===== config.mk =====
export PLATFORM = sky130hd
export DESIGN_NAME = led_reg_if
export DESIGN_NICKNAME = d
export VERILOG_FILES = /design/src/rtl/ledreg_pkg.sv /design/src/rtl/led_addr_match.sv /design/src/rtl/led_regfile.sv /design/src/rtl/led_reg_if.sv
export SDC_FILE = /design/constraint.sdc
export NUM_CORES = 1
export LEC_CHECK = 0
export CAP_MARGIN = 5
export CELL_PAD_IN_SITES_DETAIL_PLACEMENT = 1
export CELL_PAD_IN_SITES_GLOBAL_PLACEMENT = 2
export CORE_ASPECT_RATIO = 1.4
export CORE_MARGIN = 1.5
export CORE_UTILIZATION = 30
export DETAILED_ROUTE_END_ITERATION = 10
export PLACE_DENSITY_LB_ADDON = 0.1
export SLEW_MARGIN = 10
export SYNTH_ARGS = -nofsm -noshare
export SYNTH_HDL_FRONTEND = slang
export SYNTH_SLANG_ARGS = --single-unit

===== constraint.sdc =====
create_clock -name clk -period 2.31 [get_ports clk]
set_input_delay 0.5775 -clock clk [delete_from_list [all_inputs] [get_ports clk]]
set_output_delay 0.5775 -clock clk [all_outputs]
set_load 0.1 [all_outputs]

===== src/rtl/ledreg_pkg.sv =====
package ledreg_pkg;
  localparam int NREG  = 13;
  localparam int IDX_W = 4;
  localparam int NCH   = 4;

  localparam logic [IDX_W-1:0] IX_MODE1 = 4'd0;
  localparam logic [IDX_W-1:0] IX_MODE2 = 4'd1;
  localparam logic [IDX_W-1:0] IX_BR0   = 4'd2;
  localparam logic [IDX_W-1:0] IX_BR3   = 4'd5;
  localparam logic [IDX_W-1:0] IX_GDUTY = 4'd6;
  localparam logic [IDX_W-1:0] IX_GPER  = 4'd7;
  localparam logic [IDX_W-1:0] IX_OUT   = 4'd8;
  localparam logic [IDX_W-1:0] IX_SUB1  = 4'd9;
  localparam logic [IDX_W-1:0] IX_SUB2  = 4'd10;
  localparam logic [IDX_W-1:0] IX_SUB3  = 4'd11;
  localparam logic [IDX_W-1:0] IX_ALL   = 4'd12;
  localparam logic [IDX_W-1:0] IX_LAST  = IX_ALL;

  localparam logic [7:0] KEY_FIRST  = 8'hA5;
  localparam logic [7:0] KEY_SECOND = 8'h5A;

  typedef logic [NREG-1:0][7:0] regs_t;

  typedef enum logic [2:0] {
    ST_IDLE, ST_CTRL, ST_DATA, ST_READ, ST_GC1, ST_GC2
  } xfer_t;

  // Power-on value of each register index.
  function automatic logic [7:0] reg_default(input logic [IDX_W-1:0] i);
    case (i)
      IX_MODE1: return 8'h11;
      IX_MODE2: return 8'h01;
      IX_GDUTY: return 8'hFF;
      IX_SUB1:  return 8'hE2;
      IX_SUB2:  return 8'hE4;
      IX_SUB3:  return 8'hE8;
      IX_ALL:   return 8'hE0;
      default:  return 8'h00;
    endcase
  endfunction

  // Pointer step for a policy code; bit 2 clear means the pointer stays.
  function automatic logic [IDX_W-1:0] next_ptr(input logic [IDX_W-1:0] p,
                                                 input logic [2:0] pol);
    logic [IDX_W-1:0] lo, hi;
    case (pol)
      3'b101:  begin lo = IX_BR0;   hi = IX_BR3;  end
      3'b110:  begin lo = IX_GDUTY; hi = IX_GPER; end
      3'b111:  begin lo = IX_BR0;   hi = IX_GPER; end
      default: begin lo = IX_MODE1; hi = IX_LAST; end
    endcase
    if (!pol[2])        return p;
    else if (p == hi)   return lo;
    else if (p >= IX_LAST) return IX_MODE1;
    else                return p + 4'd1;
  endfunction
endpackage


===== src/rtl/led_addr_match.sv =====
module led_addr_match
  import ledreg_pkg::*;
#(
  parameter logic [6:0] DEV_ADDR = 7'h62
) (
  input  logic [6:0] addr7,
  input  logic [7:0] mode1,
  input  logic [7:0] sub1,
  input  logic [7:0] sub2,
  input  logic [7:0] sub3,
  input  logic [7:0] allc,
  output logic       hit,
  output logic       gcall
);
  logic own_hit, s1_hit, s2_hit, s3_hit, all_hit;

  always_comb begin
    own_hit = (addr7 == DEV_ADDR);
    s1_hit  = mode1[3] && (addr7 == sub1[7:1]);
    s2_hit  = mode1[2] && (addr7 == sub2[7:1]);
    s3_hit  = mode1[1] && (addr7 == sub3[7:1]);
    all_hit = mode1[0] && (addr7 == allc[7:1]);
    hit     = own_hit | s1_hit | s2_hit | s3_hit | all_hit;
    gcall   = (addr7 == 7'd0);
  end
endmodule


===== src/rtl/led_regfile.sv =====
module led_regfile
  import ledreg_pkg::*;
(
  input  logic             clk,
  input  logic             rst_n,
  input  logic             swrst,
  input  logic             wr_en,
  input  logic [IDX_W-1:0] wr_idx,
  input  logic [7:0]       wr_data,
  output regs_t            regs,
  output logic             hiz
);
  always_ff @(posedge clk or negedge rst_n) begin
    if (!rst_n) begin
      for (int i = 0; i < NREG; i++) regs[i] <= reg_default(IDX_W'(i));
      hiz <= 1'b1;
    end else if (swrst) begin
      for (int i = 0; i < NREG; i++) regs[i] <= reg_default(IDX_W'(i));
      hiz <= 1'b1;
    end else if (wr_en) begin
      for (int i = 0; i < NREG; i++) begin
        if (wr_idx == IDX_W'(i))
          regs[i] <= (i == 0) ? {3'b000, wr_data[4:0]} : wr_data;
      end
      if (wr_idx == IX_OUT) hiz <= 1'b0;
    end
  end

  AST_HIZ_CLEAR: assert property (@(posedge clk) disable iff (!rst_n)
    (wr_en && !swrst && wr_idx == IX_OUT) |=> !hiz);
  AST_RO_BITS: assert property (@(posedge clk) disable iff (!rst_n)
    regs[0][7:5] == 3'b000);
endmodule


===== src/rtl/led_reg_if.sv =====
module led_reg_if
  import ledreg_pkg::*;
#(
  parameter logic [6:0] DEV_ADDR = 7'h62
) (
  input  logic        clk,
  input  logic        rst_n,
  input  logic        ev_start,
  input  logic        ev_stop,
  input  logic        ev_addr,
  input  logic        ev_wr,
  input  logic        ev_rd,
  input  logic [7:0]  bus_byte,
  output logic        ack_vld,
  output logic        ack,
  output logic        rd_vld,
  output logic [7:0]  rd_data,
  output logic        led_sleep,
  output logic        led_hiz,
  output logic [7:0]  cfg_mode2,
  output logic [31:0] bright_flat,
  output logic [7:0]  grp_duty,
  output logic [7:0]  grp_period,
  output logic [7:0]  out_state
);
  xfer_t            st;
  logic [IDX_W-1:0] ptr;
  logic [2:0]       pol;
  regs_t            regs;
  logic             hit, gcall;

  // Named internal events
  logic             ctrl_ev, ctrl_ok, wr_hit, swrst_fire, rd_hit;
  logic [7:0]       rd_mux;

  assign ctrl_ev    = ev_wr && (st == ST_CTRL);
  assign ctrl_ok    = ctrl_ev && (bus_byte[3:0] <= IX_LAST);
  assign wr_hit     = ev_wr && (st == ST_DATA) && !ev_start && !ev_stop && !ev_addr;
  assign swrst_fire = ev_wr && (st == ST_GC2) && (bus_byte == KEY_SECOND)
                      && !ev_start && !ev_stop && !ev_addr;
  assign rd_hit     = ev_rd && (st == ST_READ);
  assign rd_mux     = (ptr == IX_MODE1) ? {pol, regs[0][4:0]} : regs[ptr];

  led_addr_match #(.DEV_ADDR(DEV_ADDR)) u_match (
    .addr7 (bus_byte[7:1]),
    .mode1 (regs[IX_MODE1]),
    .sub1  (regs[IX_SUB1]),
    .sub2  (regs[IX_SUB2]),
    .sub3  (regs[IX_SUB3]),
    .allc  (regs[IX_ALL]),
    .hit   (hit),
    .gcall (gcall)
  );

  led_regfile u_regs (
    .clk     (clk),
    .rst_n   (rst_n),
    .swrst   (swrst_fire),
    .wr_en   (wr_hit),
    .wr_idx  (ptr),
    .wr_data (bus_byte),
    .regs    (regs),
    .hiz     (led_hiz)
  );

  always_ff @(posedge clk or negedge rst_n) begin
    if (!rst_n) begin
      st      <= ST_IDLE;
      ptr     <= IX_MODE1;
      pol     <= 3'b000;
      ack_vld <= 1'b0;
      ack     <= 1'b0;
      rd_vld  <= 1'b0;
      rd_data <= 8'h00;
    end else begin
      ack_vld <= 1'b0;
      rd_vld  <= 1'b0;
      if (ev_start || ev_stop) begin
        st <= ST_IDLE;
      end else if (ev_addr) begin
        ack_vld <= 1'b1;
        if (hit) begin
          ack <= 1'b1;
          st  <= bus_byte[0] ? ST_READ : ST_CTRL;
        end else if (gcall && !bus_byte[0]) begin
          ack <= 1'b1;
          st  <= ST_GC1;
        end else begin
          ack <= 1'b0;
          st  <= ST_IDLE;
        end
      end else if (ev_wr) begin
        ack_vld <= 1'b1;
        case (st)
          ST_CTRL: begin
            ack <= ctrl_ok;
            st  <= ctrl_ok ? ST_DATA : ST_IDLE;
            if (ctrl_ok) begin
              ptr <= bus_byte[3:0];
              pol <= bus_byte[7:5];
            end
          end
          ST_DATA: begin
            ack <= 1'b1;
            ptr <= next_ptr(ptr, pol);
          end
          ST_GC1: begin
            ack <= (bus_byte == KEY_FIRST);
            st  <= (bus_byte == KEY_FIRST) ? ST_GC2 : ST_IDLE;
          end
          ST_GC2: begin
            ack <= swrst_fire;
            st  <= ST_IDLE;
            if (swrst_fire) begin
              ptr <= IX_MODE1;
              pol <= 3'b000;
            end
          end
          default: ack <= 1'b0;
        endcase
      end else if (rd_hit) begin
        rd_vld  <= 1'b1;
        rd_data <= rd_mux;
        ptr     <= next_ptr(ptr, pol);
      end
    end
  end

  assign led_sleep  = regs[IX_MODE1][4];
  assign cfg_mode2  = regs[IX_MODE2];
  assign grp_duty   = regs[IX_GDUTY];
  assign grp_period = regs[IX_GPER];
  assign out_state  = regs[IX_OUT];

  for (genvar c = 0; c < NCH; c++) begin : g_bright
    assign bright_flat[c*8 +: 8] = regs[IX_BR0 + IDX_W'(c)];
  end

  AST_RSVD_NACK: assert property (@(posedge clk) disable iff (!rst_n)
    (ctrl_ev && !ev_start && !ev_stop && !ev_addr && bus_byte[3:0] > IX_LAST)
      |=> (ack_vld && !ack));
  AST_FIXED_PTR: assert property (@(posedge clk) disable iff (!rst_n)
    ((wr_hit || rd_hit) && !pol[2]) |=> $stable(ptr));
  AST_PTR_RANGE: assert property (@(posedge clk) disable iff (!rst_n)
    ptr <= IX_LAST);
  AST_GC_FIRST: assert property (@(posedge clk) disable iff (!rst_n)
    (ev_wr && st == ST_GC1 && !ev_start && !ev_stop && !ev_addr && bus_byte != KEY_FIRST)
      |=> (ack_vld && !ack));
  AST_SWRST_OUT: assert property (@(posedge clk) disable iff (!rst_n)
    swrst_fire |=> (led_hiz && led_sleep && grp_duty == 8'hFF));
  AST_ONE_RESULT: assert property (@(posedge clk) disable iff (!rst_n)
    !(ack_vld && rd_vld));
endmodule


# --- Word-level counts from Yosys, hierarchy flattened ---
# Index checks and enable logic that the tools add are counted.
word_totals:
  ff_bits: 126
  latch_bits: 0
  ramBits: 0
  mem_bits_ro: 0
  input_bits: 15
  out_inout_bits: 77
  elab_cells: 196
  mem_count: 0
op_classes:
  n_addsub: 1
  mul: 0
  n_div: 0
  order_cmp: 3
  n_eq_ne: 35
  shift: 0
  n_mux: 65
  bitwise: 7
  n_reduce_logical: 64
ops:
  columns: ["op", "count"]
  rows:
  - ["2-to-1 mux 104 bit", 2]
  - ["2-to-1 mux 8 bit", 15]
  - ["2-to-1 mux 4 bit", 17]
  - ["nonzero test 2 bit", 18]
  - ["binary-select mux 8 bit (select 4 bit)", 1]
  - ["AND reduction 2 bit", 15]
  - ["== test 7 bit", 4]
  - ["2-to-1 mux 3 bit", 8]
  - ["== test 4 bit (second input constant)", 5]
  - ["logical AND 1 bit", 17]
  - ["== test 4 x 3 -> 1 bit (second input constant)", 4]
  - ["== test 3 bit (second input constant)", 5]
  - ["2-to-1 mux 1 bit", 14]
  - ["one-hot mux 3 bit (2 select lines)", 2]
  - ["one-hot mux 4 bit (3 select lines)", 1]
  - ["one-hot mux 3 bit (3 select lines)", 1]
  - ["== test 4 x 2 -> 1 bit (second input constant)", 2]
  - ["== test 4 bit", 2]
  - ["== test 8 x 7 -> 1 bit (second input constant)", 1]
  - ["== test 8 bit (second input constant)", 1]
  - ["one-hot mux 4 bit (2 select lines)", 1]
  - ["AND reduction 8 bit", 1]
  - ["== test 7 bit (second input constant)", 1]
  - ["logical NOT 7 bit", 1]
  - ["22 further kinds", 36]

# --- Longest topological paths before layout ---
depth:
  depth_word: 12
  depth_mapped: 11
  ltp_nobuf: 7

# --- Modules after synthesis ---
# A second synthesis with hierarchy kept.
unflattened:
  hier_cells: 631
  hier_area_um2: 7085.5
modules_own_cells:
  columns: ["module", "n_inst", "cells_per_inst", "area_per_inst_um2", "seq_area_each_um2"]
  rows:
  - ["led_regfile", 1, 371, 4553.1, 2586.2]
  - ["led_reg_if", 1, 209, 2128.3, 525.5]
  - ["led_addr_match", 1, 51, 404.1, 0.0]

# --- Worst setup path after synthesis ---
# No wires, ideal clock.
synth_path:
  path_type: "register -> register"
  startpoint: "register ptr[1]"
  endpoint: "register rd_data[4]"
  setup_ns: 0.131
  arrival_ns: 2.252
  required_time_ns: 2.179
  slack_ns: -0.073
  path_stages_with_launch: 12
  n_path_buf: 4
  period_less_slack_ns: 2.383
  cell_sequence: "dfrtp_1 -> buf_2 -> buf_2 -> clkbuf_1 -> inv_1 -> ha_1 -> or2_2 -> buf_1 -> o22ai_1 -> o21ai_0 -> o21ai_0 -> o21ai_0"
synth_between:
  elab_chain_len: 3
  word_cells_on_any_way: 4
  cone_classes: "mux (3); reduce/logical (1)"
synth_lines:
  columns: ["element", "line_no", "source"]
  rows:
  - ["from (decl)", "led_reg_if.sv:27", "logic [IDX_W-1:0] ptr;"]
  - ["from (signal assigned)", "led_reg_if.sv:99", "ptr <= bus_byte[3:0];"]
  - ["from (signal assigned)", "led_reg_if.sv:105", "ptr <= next_ptr(ptr, pol);"]
  - ["from (signal assigned)", "led_reg_if.sv:124", "ptr <= next_ptr(ptr, pol);"]
  - ["binary-select mux 8 bit (select 4 bit)", "led_reg_if.sv:42", "assign rd_mux = (ptr == IX_MODE1) ? {pol, regs[0][4:0]} : regs[ptr];"]
  - ["2-to-1 mux 8 bit (not written as such)", "led_reg_if.sv:42", null]
  - ["2-to-1 mux 8 bit *", "led_reg_if.sv:42", null]
  - ["to (signal assigned)", "led_reg_if.sv:123", "rd_data <= rd_mux;"]
  - ["to (decl)", "led_reg_if.sv:17", "output logic [7:0] rd_data,"]
# Every way passes the cells marked *; elsewhere a longest branch is shown, timed or not. The select of a mux whose other input is x is not followed.
# A chain may end at the register's enable or synchronous reset.

# --- Worst setup path after layout ---
layout_path:
  startpoint: "input bus_byte[2]"
  endpoint: "register u_regs.regs[90] in the netlist's numbering"
layout_between:
  elab_chain_len: 7
  word_cells_on_any_way: 11
  cone_classes: "eq/ne (1); mux (3); reduce/logical (7)"
layout_lines:
  columns: ["element", "line_no", "source"]
  rows:
  - ["from (decl)", "led_reg_if.sv:13", "input logic [7:0] bus_byte,"]
  - ["== test 8 x 7 -> 1 bit", "led_reg_if.sv:39", "assign swrst_fire = ev_wr && (st == ST_GC2) && (bus_byte == KEY_SECOND)"]
  - ["logical AND 1 bit", "led_reg_if.sv:39", null]
  - ["logical AND 1 bit (3 in series)", "led_reg_if.sv:40", "&& !ev_start && !ev_stop && !ev_addr;"]
  - ["nonzero test 2 bit (no line)", null, null]
  - ["AND reduction 2 bit (no line)", null, null]
  - ["to (signal, indexed assignment)", "led_regfile.sv:23", "regs[i] <= (i == 0) ? {3'b000, wr_data[4:0]} : wr_data;"]
  - ["to (decl)", "led_regfile.sv:10", "output regs_t regs,"]
# Several ways; a longest one is shown, not always the timed one. The select of a mux whose other input is x is not followed.

==> tab_implementation.tex <==
\begin{tabular}{lr}
\hline
Metric & Value \\
\hline
\multicolumn{2}{l}{\textbf{Detailed routing}} \\
Iteration count of the initial detailed-routing pass & 5 \\
Number of nets still failing antenna checks after routing & 0 \\
Vias & about 5600 \\
Vias per Instance & between 5 and 6 \\
Number of DRC violations after detailed-routing iteration 0 & approximately 260 \\
Total DRC errors in the routed layout & 0 \\
Post-detailed-routing wire length & around 25 mm \\
Final routed wire length divided by cell count & 22.8 um \\
\multicolumn{2}{l}{\textbf{CTS}} \\
Total CTS buffers & 17 \\
CTS tree & yes \\
Level count of the clock H-tree & 4 \\
Clk\_lat worst skew & between 400 and 500 ps \\
CTS root buffer & sky130\_fd\_sc\_hd\_\_clkbuf\_16 \\
Maximum clock insertion buffer count & 2 \\
Clock tree sinks & 123 \\
Clock transition at path regs & approximately 60 ps \\
\multicolumn{2}{l}{\textbf{Pwr}} \\
Design Power & around 5.6 mW \\
Highest ir drop seen on vdd & approximately 0.5 mV \\
Power density cells & about 630 nW/um\^{}2 \\
Pleak & 4.18 nW \\
\multicolumn{2}{l}{\textbf{Timing}} \\
Smallest setup slack after layout & slightly below 60 ps \\
Worst clock skew & around 9.8 ps \\
Final number of setup-violating endpoints & 0 \\
Period utilization & between 90 and 100\% \\
Maximum clock rate & 444 MHz \\
Worst slew slack as a fraction of its limit & 63.8\% \\
Setup TNS Final & 0 ps \\
Count of endpoints failing hold in the final timing report & 0 \\
Slew Viols, Final & 0 \\
Pin slew with the least headroom to its limit & 538 ps \\
Shortest period the worst path allows & between 2000 and 2500 ps \\
\multicolumn{2}{l}{\textbf{Worst setup path}} \\
Launching instance or port of the critical path & bus\_byte[2] \\
Worst-case register-to-register setup slack & $\sim$150 ps \\
Critical path type & primary input to flop \\
Critical Path RT & 2620 ps \\
CP arrival & approximately 2600 ps \\
Beginning of the worst register-to-register path & ptr[0] \\
Crit Path Max Fanout & 14 \\
Endpoint type of the worst setup path & flop \\
Type of origin of the critical path & primary input \\
\multicolumn{2}{l}{\textbf{Global routing}} \\
Pin count of the biggest net entering global routing & 33 \\
Total grt overflow & 0 \\
Initial antenna violation count & 0 \\
Number of global-route vias before repair & 6096 \\
GRT Total Usage & a little over a fifth \\
Wire length of the first global-routing pass & 38.7 mm \\
\multicolumn{2}{l}{\textbf{Floorplan}} \\
I/O Pins & slightly above 90 \\
Standard-cell rows & 66 \\
Vertical extent of the die & roughly 180 um \\
Die ar. & around 24000 um\^{}2 \\
Die Width & about 130 um \\
Initial core utilization & between 30\% and 40\% \\
Core area & roughly 23000 um\^{}2 \\
\multicolumn{2}{l}{\textbf{Synthesis}} \\
Adder and majority gate portion of the synthesized area & less than 1\% \\
Multiplexer area fraction after synthesis & 15.6\% \\
Unique cell type count in the Yosys netlist & 57 \\
Net count after synthesis & 700 \\
\#FFs+latches synth & $\sim$120 \\
Top cell types by occurrence after synthesis & 96 x sky130\_fd\_sc\_hd\_\_dfrtp\_1, 74 x sky130\_fd\_sc\_hd\_\_nand2\_1, 67 x sky130\_fd\_sc\_hd\_\_buf\_4 \\
Async set or reset register ratio after synthesis & 100\% \\
Share of synthesized area occupied by flip-flops and latches & between 40\% and 50\% \\
Post-synth top area cell & sky130\_fd\_sc\_hd\_\_dfrtp\_1 \\
Synth Area in Compound Gates & 12.1\% \\
Mean cell area of the mapped netlist & 10.3 um\^{}2 \\
Number of warnings printed during yosys synthesis & 0 \\
Simple-gate share of the synthesized area & around an eighth \\
Ranking of synthesized cells by area & sky130\_fd\_sc\_hd\_\_dfrtp\_1 34\%, sky130\_fd\_sc\_hd\_\_dfstp\_2 10\%, sky130\_fd\_sc\_hd\_\_buf\_4 7.1\% \\
Synthesized-area fraction occupied by xor and xnor cells & 3.48\% \\
Post-synth top flop & sky130\_fd\_sc\_hd\_\_dfrtp\_1 \\
Netlist Area Pre-Place & between 7000 and 8000 um\^{}2 \\
Cell with the most instances after synthesis & sky130\_fd\_sc\_hd\_\_dfrtp\_1 \\
Number of enable-type register cells in the synthesized netlist & 0 \\
Gate Count Post-Synth & 681 \\
Area share of the leading cell type in the synthesized netlist & about a third \\
Combinational family with the most area after synthesis & multiplexers \\
\multicolumn{2}{l}{\textbf{Placement}} \\
Placed wire-length estimate & roughly 19 mm \\
Total of buffers placed on input and output ports & 91 \\
RD Place Congestion & 0.856 \\
Dpl ws & -566 ps \\
\multicolumn{2}{l}{\textbf{Worst hold path}} \\
Path class of the lowest-slack min-delay path & primary input to async pin \\
\multicolumn{2}{l}{\textbf{Job}} \\
Max-capacitance violation count & 0 \\
\multicolumn{2}{l}{\textbf{Layout}} \\
Area growth from synthesis to layout & 27.8\% \\
Share of post-route cells with drive strength above 1 & 38.0\% \\
Diodes inserted & 0 \\
NumNets Final & 791 \\
\multicolumn{2}{l}{\textbf{Run status}} \\
Run status & completed \\
\hline
\end{tabular}
metal layers:
| metal | routed length, um | global-route usage (%) | part of all wire (%) | vias to the layer above |
|---|---|---|---|---|
| met5 | 0 | 0 | 0 | - |
| met4 | 624 | 9.27 | 2.5 | 0 |
| met3 | 670 | 3.30 | 2.7 | 32 |
| met2 | 12900 | 37.2 | 52 | 108 |
| met1 | 10700 | 26.3 | 43 | 2915 |
| li1 | - | - | - | 2534 |
repair_timing:
action                                  CTS  global route
resized for setup                         2             9
endpoints found under the hold margin     0             0
hold buffers                              0             0
setup buffers                             0             0
gates cloned                              0             0
endpoints found under the setup margin    3            26
placed cells by master (no fill, tap or decap), types with 4 or more instances in the layout:
| cell type | instances |
|---|---|
| sky130_fd_sc_hd__a21oi_1 | 30 |
| sky130_fd_sc_hd__a22o_1 | 14 |
| sky130_fd_sc_hd__a22oi_1 | 8 |
| sky130_fd_sc_hd__and3_1 | 7 |
| sky130_fd_sc_hd__buf_12 | 14 |
| sky130_fd_sc_hd__buf_4 | 157 |
| sky130_fd_sc_hd__bufinv_16 | 5 |
| sky130_fd_sc_hd__clkbuf_16 | 17 |
| sky130_fd_sc_hd__clkdlybuf4s50_1 | 10 |
| sky130_fd_sc_hd__dfrtp_1 | 96 |
| sky130_fd_sc_hd__dfstp_2 | 27 |
| sky130_fd_sc_hd__ha_1 | 4 |
| sky130_fd_sc_hd__inv_1 | 11 |
| sky130_fd_sc_hd__mux2_2 | 18 |
| sky130_fd_sc_hd__mux2_4 | 8 |
| sky130_fd_sc_hd__mux2i_1 | 28 |
| sky130_fd_sc_hd__mux4_2 | 21 |
| sky130_fd_sc_hd__nand2_1 | 73 |
| sky130_fd_sc_hd__nand3_1 | 29 |
| sky130_fd_sc_hd__nand4_1 | 7 |
| sky130_fd_sc_hd__nor2_1 | 41 |
| sky130_fd_sc_hd__nor2_2 | 6 |
| sky130_fd_sc_hd__o211ai_1 | 10 |
| sky130_fd_sc_hd__o21ai_0 | 45 |
| sky130_fd_sc_hd__o22ai_1 | 9 |
| sky130_fd_sc_hd__xnor2_1 | 24 |
| sky130_fd_sc_hd__xor2_1 | 4 |
cells by family after synthesis:
family | Yosys count
DFF | 123
and+or+nand+nor | 191
buffers and inverters | 125
AOI/OAI and AO/OA | 133
muxes | 77
xor gates and xnor gates | 28
adders and majority gates | 4
sequential cells by signal, indices dropped and copies added (netlist names):
signal,flops
u_regs.hiz,1
u_regs.regs,101
ack,1
ptr,4
st,3
pol,3
rd_data,8
rd_vld,1
ack_vld,1
metrics by stage:
stage          instances  hold WS, ps  instance area [um^2]  utilization (%)
2_1_floorplan        681          282                  7050                -
3_3_place_gp        1059          465                  8310             36.0
3_5_place_dp        1059          475                  8310             36.0
4_1_cts             1091          131                  8980             38.8
5_1_grt             1091          143                  9010             39.0
6_report            1091          128                  9010             39.0
worst paths after layout:
check	to	depth (start not counted)
max	u_regs.regs[90]	7
min	u_regs.regs[66]	1
max in group asynchronous	u_regs.regs[49]	2
min reg2reg	rd_data[6]	2
min in group clk	rd_data[6]	2
max reg2reg	rd_data[6]	7
area by class of cell:
type,instances,area [um^2]
inverter,11,41.3
fill,2598,14100
tap,306,383
timing repair buffer,186,1620
sequential,123,3110
multi-input combinational,433,3200
clock buffer,18,439
clock inverter,14,218
critical path, cell delays in order:
cell	delay (ps)
sky130_fd_sc_hd__clkdlybuf4s50_1	440
sky130_fd_sc_hd__or4_4	530
sky130_fd_sc_hd__nor3_2	170
sky130_fd_sc_hd__nand2_1	140
sky130_fd_sc_hd__buf_12	170
sky130_fd_sc_hd__nand2_1	170
sky130_fd_sc_hd__mux2_2	360
report_power, final:
| part | internal (mW) | switching [mW] |
|---|---|---|
| clock | 1.95 | 1.08 |
| combinational | 0.163 | 0.267 |
| sequential | 2.17 | 0.0141 |
(Power assumes the default switching activity.)
